==> src/rtl/recip_div_pkg.sv <==
// Shared definitions for the reciprocal-refinement divider.
// Assumes: nothing beyond IEEE 1800-2017 packages.
package recip_div_pkg;

    // Sequencer phases; each phase occupies one cycle of the shared MAC.
    typedef enum logic [2:0] {
        ST_IDLE,   // waiting for start
        ST_ERR,    // MAC forms the reciprocal error 1 - t*y
        ST_UPD,    // MAC forms t + err*t
        ST_QUO,    // MAC forms t*x
        ST_REM,    // MAC forms x - q*y exactly
        ST_FIX     // correct, round and publish
    } div_state_t;

endpackage

==> src/rtl/recip_seed_rom.sv <==
// Seed reciprocal table.
// What: maps the leading IDX_W fraction bits of the divisor to an SEED_W-bit
//       reciprocal estimate, value seed/2^SEED_W, of the interval midpoint.
// Assumes: divisor in [1,2), so every entry is below 2^SEED_W. Entries are
//          computed at elaboration, not written out.
module recip_seed_rom #(
    parameter int IDX_W  = 4,
    parameter int SEED_W = 8
) (
    input  logic [IDX_W-1:0]  idx,
    output logic [SEED_W-1:0] seed
);
    localparam int ENTRIES = 1 << IDX_W;

    // Rounded 2^SEED_W / (1 + (2i+1)/2^(IDX_W+1)).
    function automatic int seed_calc(input int i);
        int num;
        int den;
        num = 1 << (SEED_W + IDX_W + 1);
        den = (1 << (IDX_W + 1)) + 2 * i + 1;
        return (2 * num + den) / (2 * den);
    endfunction

    logic [SEED_W-1:0] table_q [ENTRIES];

    // One constant per entry, built by a generate loop.
    for (genvar i = 0; i < ENTRIES; i++) begin : g_entry
        assign table_q[i] = SEED_W'(seed_calc(i));
    end

    assign seed = table_q[idx];

endmodule

==> src/rtl/recip_mac.sv <==
// Signed multiply-accumulate with no intermediate rounding.
// What: res = acc + a*b at full 2W-bit width.
// Assumes: the caller keeps the true result within 2W signed bits.
module recip_mac #(
    parameter int W = 36
) (
    input  logic signed [W-1:0]   a,
    input  logic signed [W-1:0]   b,
    input  logic signed [2*W-1:0] acc,
    output logic signed [2*W-1:0] res
);
    logic signed [2*W-1:0] a_ext;
    logic signed [2*W-1:0] b_ext;

    // Sign-extend both factors to product width.
    assign a_ext = {{W{a[W-1]}}, a};
    assign b_ext = {{W{b[W-1]}}, b};

    // Single exact product plus addend.
    assign res = acc + a_ext * b_ext;

endmodule

==> src/rtl/recip_round.sv <==
// Quotient correction and round-to-nearest.
// What: takes a tentative quotient qt and its exact remainder rem = N - qt*y.
//       A negative remainder steps qt down, and a remainder >= y steps it up.
//       Twice the corrected remainder is then compared with y to round
//       (ties to the even neighbour).
// Assumes: qt is within one ulp of floor(N/y); the rounded value fits SIG_W bits.
module recip_round #(
    parameter int SIG_W = 24,
    parameter int REM_W = 28
) (
    input  logic [SIG_W:0]           qt,
    input  logic signed [REM_W-1:0]  rem,
    input  logic [SIG_W-1:0]         dvsr,
    output logic [SIG_W-1:0]         quo,
    output logic                     inexact,
    output logic                     rem_ok
);
    logic signed [REM_W-1:0] y_ext;
    logic signed [REM_W-1:0] r_fix;
    logic signed [REM_W-1:0] r_dbl;
    logic [SIG_W:0]          q_fix;
    logic [SIG_W:0]          q_rnd;
    logic                    rnd_up;
    logic                    unused_top;

    assign y_ext = {{(REM_W-SIG_W){1'b0}}, dvsr};

    // Step the tentative quotient so the remainder lands in [0, y).
    always_comb begin
        if (rem < 0) begin
            q_fix = qt - 1'b1;
            r_fix = rem + y_ext;
        end else if (rem >= y_ext) begin
            q_fix = qt + 1'b1;
            r_fix = rem - y_ext;
        end else begin
            q_fix = qt;
            r_fix = rem;
        end
    end

    // Nearest rounding: round up above half, ties to the even neighbour.
    always_comb begin
        r_dbl  = r_fix <<< 1;
        rnd_up = (r_dbl > y_ext) || ((r_dbl == y_ext) && q_fix[0]);
        q_rnd  = q_fix + {{SIG_W{1'b0}}, rnd_up};
    end

    assign quo        = q_rnd[SIG_W-1:0];
    assign unused_top = q_rnd[SIG_W];
    assign inexact    = (r_fix != '0);
    assign rem_ok     = (r_fix >= 0) && (r_fix < y_ext);

endmodule

==> src/rtl/recip_divider.sv <==
// Reciprocal-refinement significand divider (top).
// What: divides normalized significands x/y. It seeds 1/y from a table, runs
//       ITERS Newton steps on one shared MAC, forms q = t*x, then the exact
//       remainder, and corrects and rounds to nearest.
// Assumes: x_sig and y_sig have their top bit set; start is honoured only when
//          busy is low. Latency is 2*ITERS+3 edges from the start edge.
module recip_divider
    import recip_div_pkg::*;
#(
    parameter int SIG_W  = 24,
    parameter int FRAC_F = 32,
    parameter int ITERS  = 3,
    parameter int IDX_W  = 4,
    parameter int SEED_W = 8
) (
    input  logic             clk,
    input  logic             rst_n,
    input  logic             start,
    input  logic [SIG_W-1:0] x_sig,
    input  logic [SIG_W-1:0] y_sig,
    output logic             busy,
    output logic             done,
    output logic [SIG_W-1:0] quo,
    output logic             below,
    output logic             inexact
);
    localparam int MAC_W  = FRAC_F + 4;
    localparam int PROD_W = 2 * MAC_W;
    localparam int REM_W  = SIG_W + 4;
    localparam int CNT_W  = (ITERS > 1) ? $clog2(ITERS) : 1;
    localparam logic [CNT_W-1:0] LAST_IT = CNT_W'(ITERS - 1);
    localparam logic signed [PROD_W-1:0] ONE_ERR =
        {{(PROD_W-1){1'b0}}, 1'b1} << (FRAC_F + SIG_W - 1);

    div_state_t              state;
    logic [CNT_W-1:0]        iter_q;
    logic [SIG_W:0]          x_q;
    logic [SIG_W-1:0]        y_q;
    logic                    below_q;
    logic signed [MAC_W-1:0] t_q;
    logic signed [MAC_W-1:0] e_q;
    logic [SIG_W:0]          qt_q;
    logic signed [REM_W-1:0] rem_q;

    logic [SEED_W-1:0]        seed;
    logic signed [MAC_W-1:0]  mac_a;
    logic signed [MAC_W-1:0]  mac_b;
    logic signed [PROD_W-1:0] mac_acc;
    logic signed [PROD_W-1:0] mac_res;
    logic signed [PROD_W-1:0] sh_err;
    logic signed [PROD_W-1:0] sh_upd;
    logic signed [MAC_W-1:0]  y_neg;
    logic [SIG_W-1:0]         fix_quo;
    logic                     fix_inexact;
    logic                     fix_rem_ok;
    logic                     unused_bits;

    // Seed lookup on the incoming divisor's leading fraction bits.
    recip_seed_rom #(.IDX_W(IDX_W), .SEED_W(SEED_W)) u_seed (
        .idx  (y_sig[SIG_W-2 -: IDX_W]),
        .seed (seed)
    );

    // The one multiply-accumulate shared by every phase.
    recip_mac #(.W(MAC_W)) u_mac (
        .a   (mac_a),
        .b   (mac_b),
        .acc (mac_acc),
        .res (mac_res)
    );

    // Correction and rounding of the tentative quotient.
    recip_round #(.SIG_W(SIG_W), .REM_W(REM_W)) u_round (
        .qt      (qt_q),
        .rem     (rem_q),
        .dvsr    (y_q),
        .quo     (fix_quo),
        .inexact (fix_inexact),
        .rem_ok  (fix_rem_ok)
    );

    assign y_neg  = -$signed({{(MAC_W-SIG_W){1'b0}}, y_q});
    assign sh_err = mac_res >>> (SIG_W - 1);
    assign sh_upd = mac_res >>> FRAC_F;
    assign unused_bits = ^{sh_err[PROD_W-1:MAC_W], sh_upd[PROD_W-1:MAC_W],
                           mac_res[PROD_W-1:FRAC_F+SIG_W+1],
                           mac_res[FRAC_F-1:REM_W]};

    // Operand selection for the shared MAC per phase.
    always_comb begin
        mac_a   = '0;
        mac_b   = '0;
        mac_acc = '0;
        case (state)
            ST_ERR: begin
                mac_a   = t_q;
                mac_b   = y_neg;
                mac_acc = ONE_ERR;
            end
            ST_UPD: begin
                mac_a   = e_q;
                mac_b   = t_q;
                mac_acc = {{MAC_W{t_q[MAC_W-1]}}, t_q} <<< FRAC_F;
            end
            ST_QUO: begin
                mac_a   = t_q;
                mac_b   = {{(MAC_W-SIG_W-1){1'b0}}, x_q};
            end
            ST_REM: begin
                mac_a   = {{(MAC_W-SIG_W-1){1'b0}}, qt_q};
                mac_b   = y_neg;
                mac_acc = {{(PROD_W-SIG_W-1){1'b0}}, x_q} << (SIG_W - 1);
            end
            default: ;
        endcase
    end

    // Sequencer and datapath registers.
    always_ff @(posedge clk) begin
        if (!rst_n) begin
            state   <= ST_IDLE;
            iter_q  <= '0;
            x_q     <= '0;
            y_q     <= '0;
            below_q <= 1'b0;
            t_q     <= '0;
            e_q     <= '0;
            qt_q    <= '0;
            rem_q   <= '0;
            done    <= 1'b0;
            quo     <= '0;
            below   <= 1'b0;
            inexact <= 1'b0;
        end else begin
            done <= 1'b0;
            case (state)
                ST_IDLE: begin
                    if (start) begin
                        below_q <= (x_sig < y_sig);
                        x_q     <= (x_sig < y_sig) ? {x_sig, 1'b0} : {1'b0, x_sig};
                        y_q     <= y_sig;
                        t_q     <= {{(MAC_W-SEED_W){1'b0}}, seed} << (FRAC_F - SEED_W);
                        iter_q  <= '0;
                        state   <= ST_ERR;
                    end
                end
                ST_ERR: begin
                    e_q   <= sh_err[MAC_W-1:0];
                    state <= ST_UPD;
                end
                ST_UPD: begin
                    t_q <= sh_upd[MAC_W-1:0];
                    if (iter_q == LAST_IT) begin
                        state <= ST_QUO;
                    end else begin
                        iter_q <= iter_q + 1'b1;
                        state  <= ST_ERR;
                    end
                end
                ST_QUO: begin
                    qt_q  <= mac_res[FRAC_F+SIG_W:FRAC_F];
                    state <= ST_REM;
                end
                ST_REM: begin
                    rem_q <= mac_res[REM_W-1:0];
                    state <= ST_FIX;
                end
                ST_FIX: begin
                    quo     <= fix_quo;
                    inexact <= fix_inexact;
                    below   <= below_q;
                    done    <= 1'b1;
                    state   <= ST_IDLE;
                end
                default: state <= ST_IDLE;
            endcase
        end
    end

    assign busy = (state != ST_IDLE);

    // Done never lasts beyond one cycle.
    assert_done_pulse_R6: assert property (@(posedge clk) disable iff (!rst_n)
        done |=> !done);

    // A result cycle is never a busy cycle.
    assert_done_idle_R7: assert property (@(posedge clk) disable iff (!rst_n)
        done |-> !busy);

    // An accepted start makes the unit busy on the next edge.
    assert_start_busy_R7: assert property (@(posedge clk) disable iff (!rst_n)
        (start && !busy) |=> busy);

    // Published quotient is normalized.
    assert_quo_norm_R2: assert property (@(posedge clk) disable iff (!rst_n)
        done |-> quo[SIG_W-1]);

    // Outputs hold between results.
    assert_quo_hold_R9: assert property (@(posedge clk) disable iff (!rst_n)
        !done |-> ($stable(quo) && $stable(inexact) && $stable(below)));

    // Refinement left the tentative quotient within one ulp: correction lands.
    assert_rem_range_R3: assert property (@(posedge clk) disable iff (!rst_n)
        (state == ST_FIX) |-> fix_rem_ok);

endmodule

==> config.mk <==
export PLATFORM = sky130hd
export DESIGN_NAME = recip_divider
export DESIGN_NICKNAME = d
export VERILOG_FILES = /design/src/rtl/recip_div_pkg.sv /design/src/rtl/recip_seed_rom.sv /design/src/rtl/recip_mac.sv /design/src/rtl/recip_round.sv /design/src/rtl/recip_divider.sv
export SDC_FILE = /design/constraint.sdc
export NUM_CORES = 2
export LEC_CHECK = 0
export BUFFER_PORTS_ARGS = -buffer_cell sky130_fd_sc_hd__buf_2
export CAP_MARGIN = 20
export CORE_MARGIN = 2
export CORE_UTILIZATION = 50
export CTS_BUF_LIST = sky130_fd_sc_hd__clkbuf_16
export CTS_CLUSTER_DIAMETER = 120
export CTS_CLUSTER_SIZE = 12
export DETAILED_ROUTE_END_ITERATION = 8
export HOLD_SLACK_MARGIN = 0.08
export PLACE_DENSITY_LB_ADDON = 0.2
export SYNTH_ARGS = -nofsm -noshare
export SYNTH_HDL_FRONTEND = slang
export SYNTH_SLANG_ARGS = --single-unit
==> constraint.sdc <==
create_clock -name clk -period 20.5 [get_ports clk]
set_input_delay 1.025 -clock clk [delete_from_list [all_inputs] [get_ports clk]]
set_output_delay 1.025 -clock clk [all_outputs]
set_load 0.01 [all_outputs]
# Yosys cells after proc, flatten, opt, wreduce, memory -nomap -nowiden
# Memory sizes are Yosys's and may differ from the RTL's.
# Index checks and enable logic that the tools add are counted.
# word_totals
regBits,207
latch_bits,0
ramBits,0
mem_bits_ro,128
in_bits,51
output_inout_bits,28
memories,1
# op_classes
add_sub_neg,8
mul,1
n_div,0
n_lt_le_gt_ge,5
eq_ne,9
shifts,0
muxes,19
n_bitwise,1
reduce_logical,11
# mem_list
memory,depth,word_bits,read_ports,rd_ports_with_merged_regs,wr,line,source
(name not given),16,8,1,0,0,recip_seed_rom.sv:31,assign seed = table_q[idx];
# ops
operator,count
one-hot mux 36 bit (3 select lines),2
one-hot mux 68 bit (3 select lines),1
one-hot mux 36 bit (2 select lines),1
adder 68 bit,1
multiplier 36 x 36 -> 68 bit,1
two-way mux 28 bit,2
two-way mux 24 bit,2
two-way mux 36 bit,1
negation 24 -> 36 bit,1
adder 28 x 25 -> 28 bit,1
equality test 28 x 25 -> 1 bit,1
greater-or-equal comparator 28 x 25 -> 1 bit,1
greater-than comparator 28 x 25 -> 1 bit,1
less-than comparator 28 x 1 -> 1 bit (second input constant),1
nonzero test 28 bit,1
subtractor 28 x 25 -> 28 bit,1
two-way mux 25 bit,1
adder 24 x 1 -> 24 bit,1
adder 24 x 1 -> 24 bit (second input constant),1
less-than comparator 24 bit,1
subtractor 24 x 1 -> 24 bit (second input constant),1
two-way mux 8 bit,2
one-hot mux 3 bit (5 select lines),1
equality test 3 x 2 -> 1 bit (second input constant),2
other kinds (19),25

# Logic depth before layout (Yosys ltp)
# logic_depth
depth_word,7
ltp_mapped,39
ltp_nobuf,36

# Modules after synthesis
# Synthesis repeated with hierarchy kept, for this count alone.
# unflattened
cells_unflattened,7431
hier_area_um2,64061.4
# by_module_without_submodules
mod,instances,cells_per_inst,area_each_um2,seq_area_each_um2
recip_mac,1,5211,48124.9,0.0
recip_divider,1,1361,10037.1,4144.0
recip_round,1,826,5640.4,0.0
recip_seed_rom,1,33,259.0,0.0

# Worst setup path before layout
# OpenSTA, ideal clock, no wires.
# synth_path
path_kind,reg-to-reg
start,register y_q[1]
end,register t_q[34]
setup_ps,116
arrival_ps,9782
path_slack_ps,10602
stages_incl_launch_ff,36
n_path_buf,2
cell_sequence,dfxtp_1 -> inv_1 -> ha_1 -> or4b_2 -> nor3_1 -> and2_1 -> nand3_1 -> xnor2_1 -> a221oi_1 -> clkbuf_1 -> nor2_1 -> fa_1 -> fa_1 -> inv_1 -> fa_1 -> inv_1 -> fa_1 -> fa_1 -> fa_1 -> fa_1 -> inv_1 -> fa_1 -> inv_1 -> ha_1 -> clkbuf_1 -> a21o_1 -> a21oi_1 -> nor2b_1 -> a311o_1 -> or4_1 -> o211ai_1 -> nand2_1 -> a21oi_1 -> o21ai_0 -> mux2i_1 -> a41o_1
# synth_via
elab_chain_cells,5
# synth_lines
item,line,source
from (decl),recip_divider.sv:38,logic [SIG_W-1:0] y_q;
from (signal assigned),recip_divider.sv:141,y_q <= y_sig;
negation 24 -> 36 bit,recip_divider.sv:82,"assign y_neg = -$signed({{(MAC_W-SIG_W){1'b0}}, y_q});"
one-hot mux 36 bit (3 select lines),recip_divider.sv:94,case (state)
multiplier 36 x 36 -> 68 bit,recip_mac.sv:20,assign res = acc + a_ext * b_ext;
adder 68 bit,recip_mac.sv:20,
one-hot mux 36 bit (2 select lines),recip_divider.sv:136,case (state)
to (signal assigned),recip_divider.sv:142,"t_q <= {{(MAC_W-SEED_W){1'b0}}, seed} << (FRAC_F - SEED_W);"
to (signal assigned),recip_divider.sv:152,t_q <= sh_upd[MAC_W-1:0];
to (decl),recip_divider.sv:40,logic signed [MAC_W-1:0] t_q;
# No other way between the ends.
# A chain may end at the register's enable or synchronous reset.

# Final worst setup path
# layout_path
start,register state[0]
end,register t_q[27]
# layout_via
elab_chain_cells,6
elab_cells_between_ends,16
cone_classes,add/sub (1); mul (1); eq/ne (5); mux (4); reduce/logical (5)
# layout_lines
item,line,source
from (decl),recip_divider.sv:35,div_state_t state;
from (signal assigned),recip_divider.sv:121,state <= ST_IDLE;
from (signal assigned),recip_divider.sv:144,state <= ST_ERR;
from (signal assigned),recip_divider.sv:149,state <= ST_UPD;
equality test 3 x 2 -> 1 bit (tied with other cells),recip_divider.sv:94,
OR reduction 2 bit (no line),--,
one-hot mux 36 bit (3 select lines),recip_divider.sv:94,
multiplier 36 x 36 -> 68 bit,recip_mac.sv:20,
adder 68 bit,recip_mac.sv:20,
one-hot mux 36 bit (2 select lines),recip_divider.sv:136,
# Several ways; a longest one is shown, not always the timed one.

==> results.toml <==
[drt]
drt_wl_total_um = 214000
drt-wirelength-per-cell_um = 25.0
route.detailed.drc = 0
via_per_instance_ratio = 5.88
drt_iter0_drc = 4934
antenna_violating_nets_post_route = 0
route.vias.total = 50300
first_pass_iters = 6

[setup_path]
crit_start = "state[0]"
r2r_start = "state[0]"
cp_data_required_time_ps = 20960
path_class = "register to register"
worst_r2r_endpoint = "t_q[27]"
worst_setup_ep = "t_q[27]"
crit_start_category = "register"
worstSetupEndpointType = "register"
crit_path_max_incr_delay_ps = 1010
ff2ff_setup_slack_ps = 8240
cp_slowest_cell = "sky130_fd_sc_hd__a211oi_1"
path_common_cell = "sky130_fd_sc_hd__fa_1"
critical_path_fanout_max = 38
rr_worst_depth = 31
arrival_time_worst_endpoint_ps = 12720

[sta]
layout_min_cycle_time_ps = 12260
worst_slew_margin_rel_pct = 17.1
fmax_mhz = 81.6
worst_slew_pin_slew_ps = 1240
final_min_period_over_clock_period_pct = 59.8
final.setup.tns_ps = 0
skew_ps = 13.4
worst_hold_check_slack_ps = 456
setup_violations = 0
timing.final.hold_violations = 0
drv_slew = 0
rsz0062_at_grt = "false"

[floorplan]
die_area_um2 = 123000
ios = 79
die-width_um = 351
core_area_um2 = 120000
initial_core_util_pct = 50.3
std_cell_rows = 127
dieHeight_um = 351

[clock_network]
cts_resized = 0
clockRootBuffer = "sky130_fd_sc_hd__clkbuf_16"
clkLatencyLatePin_ps = 530
cts_h_tree_depth = 1
path_clk_slew_ps = 70
clock_sink_count = 207
cts_setup_buffers = 0
cts.hold.buffers_added = 0
cts-buffers-inserted = 21
cts.path.max_buffers = 3
cts_tree = "done"

[synth]
synthesized_netlist_cell_count = 7087
post_synthesis_cell_area_um2 = 60100
syn_nets = 8855
synth_top_flop_cell = "sky130_fd_sc_hd__dfxtp_1"
yosysWarnings = 0
number_of_synthesized_register_bits = 207
number_of_flops_mapped_to_enable_cells_by_yosys = 0
syn_area_per_cell_um2 = 8.49
synth_seq_area_share_pct = 6.89
postSynth.asyncResetShare_pct = 0
synth.distinct_cells = 96

[power_and_ir_drop]
leakage_nw = 30.3
power.total_mw = 1.69
power_per_cell_area_nw_per_um2 = 26.8
worst_vdd_rail_ir_drop_mv = 0.0492

[cells_and_area]
area_delta_synth_final_pct = 4.79
drive_gt1_share_pct = 5.11
finalNetCount = 8699
fin_cells = 8552
filler_cell_count = 11500

[grt]
pin_count_of_the_biggest_net_entering_global_routing = 81
antenna_found_initial = 5
global_route_wire_length_before_repair_um = 327000
via_count_of_the_first_global_routing_pass = 52400
grt_util_all_layers_pct = 35.8
grt_overflow = 0

[status]
status = "complete, no violations"

[run]
max_cap_viol_count = 0

[placement]
place.detailed.hpwl_um = 171000
port-buffer-count = 78
gp_congestion = 1.02
post-place-cells = 8517

[worst_hold_path]
hold_path_class = "register to register"
==> cell usage in the layout (no fill, tap or decap), types with 33 or more instances in the layout <==
cell type	synthesis	routed
sky130_fd_sc_hd__nor2_1	711	709
sky130_fd_sc_hd__inv_1	1338	1338
sky130_fd_sc_hd__nand4_1	41	41
sky130_fd_sc_hd__or3_1	34	34
sky130_fd_sc_hd__o21ai_0	137	137
sky130_fd_sc_hd__xor2_1	38	38
sky130_fd_sc_hd__dfxtp_1	207	206
sky130_fd_sc_hd__and2_1	56	54
sky130_fd_sc_hd__fa_1	1375	1375
sky130_fd_sc_hd__ha_1	342	342
sky130_fd_sc_hd__a21o_1	102	96
sky130_fd_sc_hd__mux2i_1	33	33
sky130_fd_sc_hd__xnor2_1	113	113
sky130_fd_sc_hd__nor3_1	56	56
sky130_fd_sc_hd__buf_4	0	147
sky130_fd_sc_hd__nand2_1	1088	1086
sky130_fd_sc_hd__nand2b_1	35	35
sky130_fd_sc_hd__a21oi_1	330	322
sky130_fd_sc_hd__a22oi_1	54	54
sky130_fd_sc_hd__nand3_1	105	105
sky130_fd_sc_hd__buf_2	9	78
==> through the flow <==
stage	cell area [um^2]	util (%)	setup WS (ps)
3_5_place_dp	62400	52.1	8680
4_1_cts	62900	52.6	8600
2_1_floorplan	60100	-	10600
6_report	63000	52.7	8240
3_3_place_gp	62400	52.1	8760
5_1_grt	63000	52.7	7840
==> worst max-delay path: cells and delay by family (launching register included) <==
family / cells / cell delay (ps)
compound gates: 9 / 3150
fa+ha+maj: 9 / 4480
simple gates: 8 / 3040
buf+inv: 5 / 960
flops: 1 / 470
==> cell usage after synthesis, drive strengths merged, types with 19 or more instances <==
cell | instances | area (um^2)
a22o | 32 | 280
inv | 1339 | 5030
nor3 | 57 | 297
or2 | 19 | 119
and3 | 32 | 200
a21oi | 330 | 1650
nand2b | 35 | 219
or3 | 34 | 213
a21o | 102 | 766
nand4 | 42 | 269
xor2 | 38 | 333
buf | 39 | 165
nand3 | 106 | 536
a31oi | 28 | 175
xnor2 | 113 | 990
nand2 | 1089 | 4090
fa | 1375 | 27500
o21ai | 144 | 724
and2 | 56 | 350
nor2 | 712 | 2680
mux2i | 33 | 330
a211oi | 35 | 273
clkbuf | 370 | 1390
nor4 | 26 | 214
a22oi | 54 | 405
ha | 342 | 4280
dfxtp | 207 | 4140
o21a | 25 | 189
o211ai | 28 | 210
nor2b | 25 | 156
==> registers in the layout (all words and copies together), names as in the netlist <==
register  flops
below         1
below_q       1
done          1
e_q          36
inexact       1
iter_q        2
qt_q         25
quo          24
rem_q        28
state         3
t_q          36
x_q          25
y_q          24
==> layer usage <==
metal	global-route usage, %	share of wire (%)
met3	7.61	9.9
met1	47.4	39
met5	0	0
met2	55.6	45
met4	18.1	6.6
==> cells by family after synthesis <==
logic type | count (synthesis) | synth area share, %
simple gates | 2266 | 16.0
fa+ha+maj | 1717 | 52.9
xor+xnor | 152 | 2.24
mux | 42 | 0.737
flops | 207 | 6.89
compound gates | 953 | 10.3
buf+inv | 1750 | 11.0
==> cell type report <==
cell class,instances,area [um^2],share of cell area [%]
well taps,1612,2020,3.20
repair buffers,230,1590,2.53
multi-input cells,5130,49700,78.8
inverters,1341,5040,7.99
clock buffers,21,526,0.834
clock inverters,2,12.5,0.0199
diodes,9,22.5,0.0357
flip-flops and latches,207,4150,6.58
==> power by group <==
part	internal, mW	switching [mW]	leakage (nW)
combinational	0.266	0.611	28.4
clock	0.182	0.176	0.265
sequential	0.420	0.0300	1.68
==> worst min-delay path by stage <==
stage,from,endpoint,slack [ps],depth (start not counted)
floorplan,e_q[6],e_q[6],430,2
global placement,e_q[8],e_q[8],440,2
detailed placement,e_q[2],e_q[2],450,2
CTS,e_q[2],e_q[2],460,2
global route,e_q[8],e_q[8],470,2
finish,e_q[0],e_q[0],460,2
(Power assumes the default switching activity.)
